## config.mk

```make
export PLATFORM = sky130hd
export DESIGN_NAME = bec_peel_decoder
export DESIGN_NICKNAME = d
export VERILOG_FILES = /design/src/rtl/bec_pkg.sv /design/src/rtl/bec_check_eval.sv /design/src/rtl/bec_syndrome.sv /design/src/rtl/bec_peel_ctrl.sv /design/src/rtl/bec_peel_decoder.sv
export SDC_FILE = /design/constraint.sdc
export NUM_CORES = 1
export LEC_CHECK = 0
export BUFFER_PORTS_ARGS = -buffer_cell sky130_fd_sc_hd__buf_2
export CAP_MARGIN = 20
export CORE_ASPECT_RATIO = 0.7
export CORE_UTILIZATION = 32
export CTS_CLUSTER_SIZE = 40
export DETAILED_ROUTE_END_ITERATION = 12
export PLACE_DENSITY = 0.62
export SLEW_MARGIN = 30
export SYNTH_ARGS = -nofsm -noshare
export SYNTH_HDL_FRONTEND = slang
export SYNTH_SLANG_ARGS = --single-unit
```

## constraint.sdc

```tcl
create_clock -name clk -period 2 [get_ports clk]
set_input_delay 0.2 -clock clk [delete_from_list [all_inputs] [get_ports clk]]
set_output_delay 0.2 -clock clk [all_outputs]
set_load 0.03 [all_outputs]
```

## src/rtl/bec_pkg.sv

```systemverilog
// Package: shared sizes, types and the fixed check structure of the (6,3) code.
// Assumes position i of a word is carried on vector bit i.
package bec_pkg;
    localparam int N_BITS   = 6;
    localparam int N_CHECKS = 3;
    localparam int K_BITS   = 3;
    localparam int IDX_W    = $clog2(N_CHECKS);

    typedef logic [N_BITS-1:0]   word_t;
    typedef logic [N_CHECKS-1:0] syn_t;
    typedef logic [IDX_W-1:0]    idx_t;

    typedef enum logic [1:0] {
        ST_IDLE   = 2'd0,
        ST_RUN    = 2'd1,
        ST_FINISH = 2'd2
    } state_t;

    // Member positions of each check, as a mask over the word.
    function automatic word_t check_mask(input int c);
        case (c)
            0:       check_mask = 6'b001111; // positions 0,1,2,3
            1:       check_mask = 6'b101100; // positions 2,3,5
            default: check_mask = 6'b011001; // positions 0,3,4
        endcase
    endfunction
endpackage

```

## src/rtl/bec_check_eval.sv

```systemverilog
// Evaluates one parity check against the current word and flags.
// Reports whether exactly one member is erased, which one (one-hot) and
// the value that restores even parity. Assumes erased bits hold 0.
module bec_check_eval
    import bec_pkg::*;
#(
    parameter word_t MASK = '0
) (
    input  word_t word_i,
    input  word_t erase_i,
    output logic  solvable_o,
    output word_t fix_onehot_o,
    output logic  fix_val_o
);
    word_t unknown;

    // Locate erased members and decide solvability.
    always_comb begin
        unknown      = erase_i & MASK;
        solvable_o   = (unknown != '0) && ((unknown & (unknown - 1'b1)) == '0);
        fix_onehot_o = solvable_o ? unknown : '0;
        fix_val_o    = ^(word_i & MASK & ~erase_i);
    end
endmodule

```

## src/rtl/bec_syndrome.sv

```systemverilog
// Computes the syndrome of a word over all checks, one bit per check.
module bec_syndrome
    import bec_pkg::*;
(
    input  word_t word_i,
    output syn_t  syn_o
);
    for (genvar c = 0; c < N_CHECKS; c++) begin : g_syn
        assign syn_o[c] = ^(word_i & check_mask(c));
    end
endmodule

```

## src/rtl/bec_peel_ctrl.sv

```systemverilog
// Sequencer for peeling: loads a word on an idle start, visits one check per
// clock in rotation, applies a single fix when the selected check is solvable,
// and ends when flags are gone or a full pass made no progress.
// Assumes the fix inputs are derived combinationally from word_q/erase_q.
module bec_peel_ctrl
    import bec_pkg::*;
(
    input  logic  clk,
    input  logic  rst_n,
    input  logic  start,
    input  word_t word_in,
    input  word_t erase_in,
    input  logic  sel_solvable,
    input  word_t sel_onehot,
    input  logic  sel_val,
    output idx_t  chk_idx,
    output word_t word_q,
    output word_t erase_q,
    output logic  finish
);
    localparam idx_t LAST_IDX = idx_t'(N_CHECKS - 1);

    state_t state;
    logic   progress;

    assign finish = (state == ST_FINISH);

    // State, schedule and working word registers.
    always_ff @(posedge clk) begin
        if (!rst_n) begin
            state    <= ST_IDLE;
            chk_idx  <= '0;
            progress <= 1'b0;
            word_q   <= '0;
            erase_q  <= '0;
        end else begin
            case (state)
                ST_IDLE: begin
                    if (start) begin
                        word_q   <= word_in & ~erase_in;
                        erase_q  <= erase_in;
                        chk_idx  <= '0;
                        progress <= 1'b0;
                        state    <= ST_RUN;
                    end
                end
                ST_RUN: begin
                    if (erase_q == '0) begin
                        state <= ST_FINISH;
                    end else begin
                        if (sel_solvable) begin
                            word_q  <= (word_q & ~sel_onehot) | (sel_val ? sel_onehot : '0);
                            erase_q <= erase_q & ~sel_onehot;
                        end
                        if (chk_idx == LAST_IDX) begin
                            if (progress || sel_solvable) begin
                                chk_idx  <= '0;
                                progress <= 1'b0;
                            end else begin
                                state <= ST_FINISH;
                            end
                        end else begin
                            chk_idx  <= chk_idx + 1'b1;
                            progress <= progress | sel_solvable;
                        end
                    end
                end
                default: begin
                    state <= ST_IDLE;
                end
            endcase
        end
    end

    // flags only ever clear while decoding.
    p_flags_only_clear_r3: assert property (@(posedge clk) disable iff (!rst_n)
        (state != ST_IDLE) && ($past(state) != ST_IDLE) |-> ((erase_q & ~$past(erase_q)) == '0));

    // known positions keep their value while decoding.
    p_known_hold_r3: assert property (@(posedge clk) disable iff (!rst_n)
        (state != ST_IDLE) && ($past(state) != ST_IDLE) |->
            (((word_q ^ $past(word_q)) & ~$past(erase_q)) == '0));

    // at most one position is recovered per clock.
    p_one_fix_per_cycle_r5: assert property (@(posedge clk) disable iff (!rst_n)
        (state != ST_IDLE) && ($past(state) != ST_IDLE) |->
            ($countones($past(erase_q) & ~erase_q) <= 1));

    // a start during a decode does not reload the word.
    p_start_ignored_r9: assert property (@(posedge clk) disable iff (!rst_n)
        (state == ST_RUN) && start |=> ((erase_q & ~$past(erase_q)) == '0));

    // the schedule index never leaves the check range.
    p_idx_range_r5: assert property (@(posedge clk) disable iff (!rst_n)
        chk_idx <= LAST_IDX);
endmodule

```

## src/rtl/bec_peel_decoder.sv

```systemverilog
// Top: erasure peeling decoder for the fixed (6,3) code. Builds one check
// evaluator per check, muxes the scheduled one into the sequencer, and
// registers the result with the syndrome verdict on a one-cycle done strobe.
// Assumes start is synchronous to clk.
module bec_peel_decoder
    import bec_pkg::*;
(
    input  logic                clk,
    input  logic                rst_n,
    input  logic                start,
    input  logic [N_BITS-1:0]   word_in,
    input  logic [N_BITS-1:0]   erase_in,
    output logic                done,
    output logic                fail,
    output logic [N_BITS-1:0]   word_out,
    output logic [N_BITS-1:0]   erase_out,
    output logic [K_BITS-1:0]   msg_out
);
    idx_t  chk_idx;
    word_t word_q;
    word_t erase_q;
    logic  finish;
    syn_t  syn;

    logic  solv_arr [N_CHECKS];
    word_t oh_arr   [N_CHECKS];
    logic  val_arr  [N_CHECKS];

    logic  sel_solvable;
    word_t sel_onehot;
    logic  sel_val;

    for (genvar c = 0; c < N_CHECKS; c++) begin : g_chk
        bec_check_eval #(.MASK(check_mask(c))) u_eval (
            .word_i       (word_q),
            .erase_i      (erase_q),
            .solvable_o   (solv_arr[c]),
            .fix_onehot_o (oh_arr[c]),
            .fix_val_o    (val_arr[c])
        );
    end

    // Pick the evaluator of the currently scheduled check.
    always_comb begin
        sel_solvable = 1'b0;
        sel_onehot   = '0;
        sel_val      = 1'b0;
        for (int c = 0; c < N_CHECKS; c++) begin
            if (chk_idx == idx_t'(c)) begin
                sel_solvable = solv_arr[c];
                sel_onehot   = oh_arr[c];
                sel_val      = val_arr[c];
            end
        end
    end

    bec_peel_ctrl u_ctrl (
        .clk          (clk),
        .rst_n        (rst_n),
        .start        (start),
        .word_in      (word_in),
        .erase_in     (erase_in),
        .sel_solvable (sel_solvable),
        .sel_onehot   (sel_onehot),
        .sel_val      (sel_val),
        .chk_idx      (chk_idx),
        .word_q       (word_q),
        .erase_q      (erase_q),
        .finish       (finish)
    );

    bec_syndrome u_syn (
        .word_i (word_q),
        .syn_o  (syn)
    );

    // Result registers, loaded only with the done strobe.
    always_ff @(posedge clk) begin
        if (!rst_n) begin
            done      <= 1'b0;
            fail      <= 1'b0;
            word_out  <= '0;
            erase_out <= '0;
            msg_out   <= '0;
        end else if (finish) begin
            done      <= 1'b1;
            fail      <= (erase_q != '0) || (syn != '0);
            word_out  <= word_q;
            erase_out <= erase_q;
            msg_out   <= word_q[K_BITS-1:0];
        end else begin
            done <= 1'b0;
        end
    end

    // done lasts a single cycle.
    p_done_pulse_r10: assert property (@(posedge clk) disable iff (!rst_n)
        done |=> !done);

    // results hold between strobes.
    p_out_stable_r10: assert property (@(posedge clk) disable iff (!rst_n)
        !done |-> ($stable(word_out) && $stable(erase_out) && $stable(msg_out) && $stable(fail)));

    // leftover flags always come with fail.
    p_stall_fails_r6: assert property (@(posedge clk) disable iff (!rst_n)
        done && (erase_out != '0) |-> fail);

    // unresolved positions read as zero.
    p_unresolved_zero_r6: assert property (@(posedge clk) disable iff (!rst_n)
        done |-> ((word_out & erase_out) == '0));

    // message mirrors the first codeword positions.
    p_msg_mirror_r8: assert property (@(posedge clk) disable iff (!rst_n)
        msg_out == word_out[K_BITS-1:0]);
endmodule

```

==> summary.txt, run 1 <==
Die
  – Starting Density: 34.5%
  – CORE AREA: around 4900 um2
  – Die Ht: approximately 63 um
  – Die footprint: about 5600 um2
  – Ports: 32
  – Die X: slightly below 90 um
  – Num rows: 21

Flow run
  – # Max-Cap Violations: 0

Logic synthesis
  – Syn nets: 219
  – Post-synth EDFFs: 0
  – Synthesized cell area: roughly 1700 um2
  – Ys Warns: 0
  – Seq/Total Area, Yosys: approximately 36%
  – Prevailing post-synth register cell: dfxtp_1
  – Synth cell types: 46
  – Syn avg cell area: around 8.3 um2
  – Post-synthesis async set-or-reset flop share: 0%
  – Gate Count Post-Synth: 204
  – Synth Register Bits: 31

Power
  – VDD IR max: about 0.39 mV
  – Static Leakage: around 0.9 nW
  – Net Sw Power: ~500 uW
  – Power per cell area: around 790 nW/um2
  – Switching share of power: roughly 30%
  – Seq pwr share: 42.0%
  – Combinational fraction of design power: 25.7%
  – Clk network pwr share: roughly a third
  – Int Pwr: about 1.2 mW

Routing
  – WL/cell: 13.6 um
  – Residual DRC count: 0
  – Vias per Instance: just under 5
  – 1st-iter DRT viols: 60
  – Pre-antenna DRT Iters: 6
  – Via count: roughly 1500
  – Post-detailed-route count of antenna-violating nets: 0
  – Detailed Route WL: around 4300 um

Setup path
  – CP Data Arrival Time: between 2 and 2.5 ns
  – Max Fanout on Critical Path: 7
  – WP data required: 2.21 ns
  – Reg2Reg Setup Slack: around 0.07 ns
  – Crit Reg-Reg Startpoint: u_ctrl.erase_q[3]
  – Crit path capture type: flip-flop
  – Top delay family on crit path: simple AND/OR/NAND/NOR gates
  – Critical path type: reg -> reg
  – Number of cells on the worst reg-to-reg path: 7
  – CP max stage delay: 0.40 ns
  – CP startpoint kind: flip-flop
  – CP cell instances: buf_4, or3_4, o41a_1, or2_1, o21a_1, nand2b_4, a21boi_1
  – Crit path buf inv count: 1
  – CP max stage cell: o41a_1
  – FF-to-FF End: u_ctrl.erase_q[0]

Cells and area
  – Number of fill cells: slightly above 500
  – Nets: 259
  – Post-layout util: between 40% and 50%
  – Share of cells above drive strength 1: approximately 29%
  – Antenna diode count: 0
  – P&R area growth vs syn: 24.1%
  – Most common cell after layout, fill and taps aside: buf_2
  – Post-route cell area: 2110 um2
  – Commonest cells after routing, fill and taps aside: buf_2 (31), nand2_1 (29), dfxtp_1 (26)

Clock network
  – CTS root buf: clkbuf_8
  – CTS buffer count: 5
  – Post-CTS setup buffers: 0
  – H-Tree Level Count: 2
  – TritonCTS clock tree: done
  – Sink Count: 31
  – Clk Latency, worst-skew pair: ~0.28 ns
  – Clock transition at path regs: about 0.060 ns
  – Hold_buf cts: 0
  – Max clock buf depth: 2

Hold path
  – WHS Path Cells: 3
  – HP Class: in -> reg
  – Worst-case hold path end point: u_ctrl.erase_q[0]
  – Hold path start: erase_in[0]

STA
  – WHS: 0.163 ns
  – Final Slew Violations: 0
  – Skew final: 0.00264 ns
  – Relative slew slack: 66.1%
  – Tmin final: a little under 2 ns
  – Period utilization: between 90% and 100%
  – Endpoints failing setup: 0
  – Fin. Hold Viols: 0
  – RSZ-0062 raised after global routing: yes
  – Worst-Margin Slew: between 0.5 and 0.6 ns
  – Fmax: a little over 500 MHz

Place
  – IO buf count: 31
  – Placer Congestion: ~0.91
  – Dpl cell area: just under 2000 um2
  – HPWL Detailed: 3160 um

Global routing
  – Largest net degree at the start of global routing: 33
  – Number of global-route vias before repair: approximately 1400
  – Initial antenna violation count: 0
  – Overall routing resource usage: around 17%
  – Grt ovf: 0
  – Global-route wire length before repair: 7100 um

Run status
  – Status: finished, final reports clean
## logic make-up (layout without fill, tap and decap cells)
logic type | count (synthesis) | count (layout) | share of synthesized area (%)
buf+inv | 18 | 59 | 6.17
simple gates | 84 | 84 | 26.2
compound gates | 59 | 59 | 23.4
flops | 31 | 31 | 36.4
xor+xnor | 12 | 12 | 7.79
## area by class of cell
type,instances,area (um2),share of cell area [%]
Timing Repair Buffer,48,283,13.4
Multi-Input combinational cell,155,1010,47.6
Inverter,3,11.3,0.533
Clock buffer,8,100,4.74
Sequential cell,31,627,29.7
Tap cell,69,86.3,4.09
## Yosys cell counts, drive strengths merged, types with 2 or more instances
master	n	area, um2
xnor2	5	43.8
inv	3	11.3
or2	2	12.5
nor4b	3	26.3
and2b	2	16.3
nand2b	4	25.0
o211ai	3	22.5
nor3	2	10.0
nand3	4	20.0
buf	9	71.3
a21boi	15	113
nor3b	6	45.0
xor2	5	43.8
clkbuf	6	22.5
o31ai	2	15.0
nand2	29	109
o21ai	12	63.8
a22oi	5	37.5
and2	3	18.8
a21oi	11	55.1
nor2b	12	75.1
a211oi	2	15.0
dfxtp	31	621
nor2	10	37.5
xnor3	2	45.0
nor4	2	12.5
## per-stage QoR
stage                     setup TNS, ns  setup WS, ns  power [mW]  std cells
final                                 0        0.0719        1.66        314
after global routing            -0.0572       -0.0354        1.76        314
after CTS                             0        0.0349        1.66        314
after detailed placement              0        0.0576        1.11        306
after global placement                0        0.0693        1.11        306
after floorplan                       0        0.0648       0.979        204
## worst register-to-register path, delay by kind of cell, from the launching register on
kind	cells	cell delay [ns]
AND/OR/NAND/NOR	3	0.73
flip-flops	1	0.32
buffers and inverters	1	0.15
AO/OA/AOI/OAI	3	0.65
## how the worst max path moves through the flow
stage	startpoint	to	slack [ns]	depth (start not counted)
2_1_floorplan	flip-flop	flip-flop	0.06	6
3_3_place_gp	u_ctrl.erase_q[0]	flip-flop	0.07	7
3_5_place_dp	u_ctrl.erase_q[0]	flip-flop	0.06	7
4_1_cts	u_ctrl.erase_q[0]	flip-flop	0.03	7
5_1_grt	u_ctrl.erase_q[3]	u_ctrl.erase_q[0]	-0.04	7
6_report	u_ctrl.erase_q[3]	u_ctrl.erase_q[0]	0.07	7
## power by group through the flow
| stage | clock [mW] | combinational (mW) | sequential, mW |
|---|---|---|---|
| after floorplan | 0 | 0.277 | 0.702 |
| after global placement | 0 | 0.407 | 0.707 |
| after detailed placement | 0 | 0.406 | 0.708 |
| after CTS | 0.558 | 0.408 | 0.695 |
| after global routing | 0.590 | 0.469 | 0.704 |
| final | 0.539 | 0.427 | 0.698 |
## what timing repair did
| action | 4_1_cts | 5_1_grt |
|---|---|---|
| endpoints found under the setup margin | 0 | 10 |
| hold endpoints to repair | 0 | 0 |
| gates resized for setup | 0 | 11 |
## layer usage
layer  global-route usage, %  part of all wire, %  vias up
met1                    26.9                   55      689
met2                    21.4                   37       53
met5                       0                    0        -
li1                        -                    -      790
met4                    2.98                 0.38        0
met3                    3.96                  7.5        2
Note: power is estimated with default switching activity, not from simulation.
==> run 2, diff against run 1 <==
- CTS_BUF_LIST: default -> sky130_fd_sc_hd__clkbuf_16
- PLACE_DENSITY: 0.62 -> 0.61
- SYNTH_HIERARCHICAL: default -> 1
==> run 2 against run 1 <==
Against the previous run:
- the run now ends with DRC left
- clock-buffer cell count down 3
- flip-flop and latch count unchanged
- largest cell class unchanged
- power up 11%
- final area up 21%
- utilization down 1.5 points
- clock skew up 0.0012 ns
- synthesized area up 21%
==> summary.txt, run 2 <==
Setup path
  – Critical Path Start: u_ctrl/erase_q[0] (was u_ctrl.erase_q[3])
  – Crit Reg-Reg Startpoint: u_ctrl/erase_q[0] (was u_ctrl.erase_q[3])
  – Max Fanout on Critical Path: 6 (was 7)
  – Crit. path cell count: 10 (was 7)
  – Reg2Reg Setup Slack: 0.1 ns (was 0.07 ns)
  – CP cell instances: buf_4, nand2b_1, xnor2_2, xnor2_1, mux2i_1, o21ai_1, buf_4, and3_1, o21ai_0, mux2i_1 (was buf_4, or3_4, o41a_1, or2_1, o21a_1, nand2b_4, a21boi_1)
  – CP Data Arrival Time: 2.05 ns (was 2.14 ns)
  – CP max stage delay: 0.36 ns (was 0.40 ns)
  – Critical path type: reg -> reg (unchanged)
  – WP data required: 2.15 ns (was 2.21 ns)
  – CP startpoint kind: flip-flop (unchanged)
  – CP max stage cell: dfxtp_2 (was o41a_1)
  – Crit path buf inv count: 2 (was 1)
  – Crit path capture type: flip-flop (unchanged)
  – Number of cells on the worst reg-to-reg path: 10 (was 7)
  – Top delay family on crit path: flip-flops (was simple AND/OR/NAND/NOR gates)

Logic synthesis
  – Adder-cell share of the synthesized area: 0% (unchanged)
  – Count leader, synth: dfxtp_1 (unchanged)
  – Syn avg cell area: 8.79 um2 (was 8.35 um2)
  – Synth Area in Compound Gates: 12.2% (was 23.4%)
  – XOR/XNOR Fraction of Synth Area: 7.63% (was 7.79%)
  – Ys Warns: 6 (was 0)
  – Area contributors post-synth: dfxtp_1 (30%), mux2i_1 (14%), nor2b_1 (6.7%) (was dfxtp_1 (36%), nand2_1 (6.4%), a21boi_0 (6.2%))
  – Gate Count Post-Synth: 235 (was 204)
  – Prevailing post-synth register cell: dfxtp_1 (unchanged)
  – Synth top cells by count: dfxtp_1 (31), mux2i_1 (28), nand2_1 (22), nor2b_1 (22), o21ai_0 (16) (was dfxtp_1 (31), nand2_1 (29), a21boi_0 (14), nor2b_1 (12))
  – Synthesized cell area: 2070 um2 (was 1700 um2)
  – Post-synthesis mux area share: 13.6% (was 0%)
  – Area leader, netlist: dfxtp_1 (unchanged)
  – Seq/Total Area, Yosys: 30.0% (was 36.4%)
  – Synth cell types: 39 (was 46)
  – Post-synthesis async set-or-reset flop share: 0% (unchanged)
  – Post-synth EDFFs: 0 (unchanged)
  – Simple-gate share of the synthesized area: 29.0% (was 26.2%)
  – Top-area cell type share of the netlist area: 30.0% (was 36.4%)
  – Synth Register Bits: 31 (unchanged)
  – Largest family of logic cells by synthesized area: simple AND/OR/NAND/NOR gates (unchanged)

Cells and area
  – Share of cells above drive strength 1: 29.2% (was 28.6%)
  – Post-route cell area: 2560 um2 (was 2110 um2)
  – Commonest cells after routing, fill and taps aside: buf_2 (31), mux2i_1 (28), dfxtp_1 (27), buf_4 (27) (was buf_2 (31), nand2_1 (29), dfxtp_1 (26))
  – Nets: 296 (was 259)
  – FF/Latch Area: 628 um2 (was 627 um2)
  – Most common cell after layout, fill and taps aside: buf_2 (unchanged)
  – Area taken by multi-input logic gates: 1350 um2 (was 1010 um2)
  – Number of fill cells: 620 (was 517)
  – P&R area growth vs syn: 24.1% (about the same)
  – Antenna diode count: 0 (unchanged)

Place
  – Placer Congestion: 0.900 (was 0.906)
  – HPWL Detailed: 3790 um (was 3160 um)
  – IO buf count: 31 (unchanged)
  – Setup Slack @ Placement: 0.0278 ns (was 0.0576 ns)
  – Dpl cell area: 2390 um2 (was 1980 um2)

Power
  – Combinational fraction of design power: 25.2% (was 25.7%)
  – Net Sw Power: 539 uW (was 496 uW)
  – Clk network pwr share: 37.6% (was 32.4%)
  – Int Pwr: 1.32 mW (was 1.17 mW)
  – Seq pwr share: 37.2% (was 42.0%)
  – VDD IR max: 0.352 mV (was 0.389 mV)
  – Static Leakage: 1.08 nW (was 0.880 nW)
  – Power per cell area: 723 nW/um2 (was 787 nW/um2)
  – Switching share of power: 29.1% (was 29.8%)
  – Total power: 1.85 mW (was 1.66 mW)

Routing
  – Post-detailed-route count of antenna-violating nets: 0 (unchanged)
  – Via count: 1779 (was 1534)
  – WL/cell: 14.5 um (was 13.6 um)
  – Residual DRC count: 1 (was 0)
  – Pre-antenna DRT Iters: 8 (was 6)
  – Detailed Route WL: 5220 um (was 4270 um)
  – 1st-iter DRT viols: 113 (was 60)
  – Vias per Instance: 4.96 (was 4.89)

Clock network
  – Max clock buf depth: 2 (unchanged)
  – H-Tree Level Count: 2 (unchanged)
  – Sink Count: 31 (unchanged)
  – Clk Latency, worst-skew pair: 0.27 ns (was 0.28 ns)
  – CTS root buf: clkbuf_16 (was clkbuf_8)
  – CTS buffer count: 5 (unchanged)
  – TritonCTS clock tree: done (unchanged)
  – Clock transition at path regs: 0.05 ns (was 0.06 ns)

Flow run
  – # Max-Cap Violations: 0 (unchanged)

Global routing
  – Grt met2 use: 22.5% (was 21.4%)
  – Gr busiest metal: met1 (unchanged)
  – Overall routing resource usage: 15.9% (was 16.5%)
  – Initial antenna violation count: 0 (unchanged)
  – Grt met1 use: 23.9% (was 26.9%)
  – Number of global-route vias before repair: 1624 (was 1420)
  – Grt ovf: 0 (unchanged)
  – Largest net degree at the start of global routing: 21 (was 33)
  – Global-route wire length before repair: 8470 um (was 7100 um)
  – GR met3 Demand/Resource: 3.83% (was 3.96%)

Die
  – Die Ht: 69.2 um (was 63.0 um)
  – Num rows: 24 (was 21)
  – Starting Density: 33.2% (was 34.5%)
  – Ports: 32 (unchanged)
  – CORE AREA: 6220 um2 (was 4940 um2)
  – Die footprint: 6790 um2 (was 5620 um2)
  – Die X: 98.0 um (was 89.2 um)

STA
  – Endpoints failing setup: 0 (unchanged)
  – Setup TNS: 0 ns (unchanged)
  – Skew final: 0.00387 ns (was 0.00264 ns)
  – Fmax: 525 MHz (was 519 MHz)
  – Worst setup margin: 0.0955 ns (was 0.0719 ns)
  – Period utilization: 95.2% (was 96.4%)
  – Final Slew Violations: 0 (unchanged)
  – Tmin final: 1.90 ns (was 1.93 ns)
  – Fin. Hold Viols: 0 (unchanged)

Hold path
  – WHS Path Cells: 3 (unchanged)
  – HP Class: in -> reg (unchanged)

Run status
  – Status: finished, violations left (was finished, final reports clean)
  – Failing checks: DRC
-- run 2: cell count changes after synthesis, sizes merged, moves of 6 or more --
cell    before  now
nor2b       12   22
nand2       29   23
a21oi       11    2
mux2i        0   28
nor3b        6   12
o21ai       12   19
buf          9   21
and3         1    9
a21boi      15    0
-- run 2: worst min path at each step --
stage / start / end / slack, ns
final: erase_in[4] / u_ctrl/erase_q[4] / 0.18
after global routing: erase_in[2] / u_ctrl/erase_q[2] / 0.20
after CTS: erase_in[4] / u_ctrl/erase_q[4] / 0.18
after detailed placement: erase_in[4] / u_ctrl/erase_q[4] / 0.46
after global placement: erase_in[4] / u_ctrl/erase_q[4] / 0.45
after floorplan: rst_n / erase_out[3] / 0.33
-- run 2: logic make-up (layout without fill, tap and decap cells) --
| family | Yosys count | in the layout |
|---|---|---|
| DFF | 31 | 31 |
| muxes | 28 | 28 |
| AOI/OAI and AO/OA | 36 | 36 |
| xor gates and xnor gates | 14 | 14 |
| and+or+nand+nor | 99 | 99 |
| other | 3 | 8 |
| buffers and inverters | 24 | 65 |
-- run 2: power groups by stage --
stage | logic (mW) | registers, mW | clock network (mW)
3_5_place_dp | 0.440 | 0.698 | 0
6_report | 0.467 | 0.690 | 0.697
4_1_cts | 0.443 | 0.685 | 0.718
2_1_floorplan | 0.301 | 0.707 | 0
3_3_place_gp | 0.439 | 0.697 | 0
5_1_grt | 0.502 | 0.693 | 0.748
-- run 2: final cells by class --
type / instances / share of cell area [%]
clock buffers: 5 / 4.88
clock inverters: 2 / 0.342
multi-input cells: 185 / 52.5
flip-flops and latches: 31 / 24.5
well taps: 78 / 3.81
repair buffers: 58 / 14.0
-- run 2: routing by layer --
layer | wire length [um] | share of wire, % | vias up
li1 | - | - | 902
met1 | 2720 | 52 | 829
met2 | 2210 | 42 | 48
met3 | 296 | 5.7 | 0
met4 | 0 | 0 | 0
met5 | 0 | 0 | -
-- run 2: metrics by stage --
stage / util, % / cells / hold slack (ns)
2_1_floorplan: - / 240 / 0.328
6_report: 41.2 / 359 / 0.178
3_5_place_dp: 38.4 / 351 / 0.461
3_3_place_gp: 38.4 / 351 / 0.445
4_1_cts: 40.6 / 358 / 0.177
5_1_grt: 41.2 / 359 / 0.204
-- run 2: repair_timing --
action	4_1_cts	5_1_grt
resized for setup	0	13
setup buffers	0	1
setup endpoints to repair	0	15
hold buffers	0	0
-- run 2: worst min-delay path, cell delays in order --
cell and delay, ns:
buf_2 0.09, nand3_1 0.05, o21ai_1 0.07
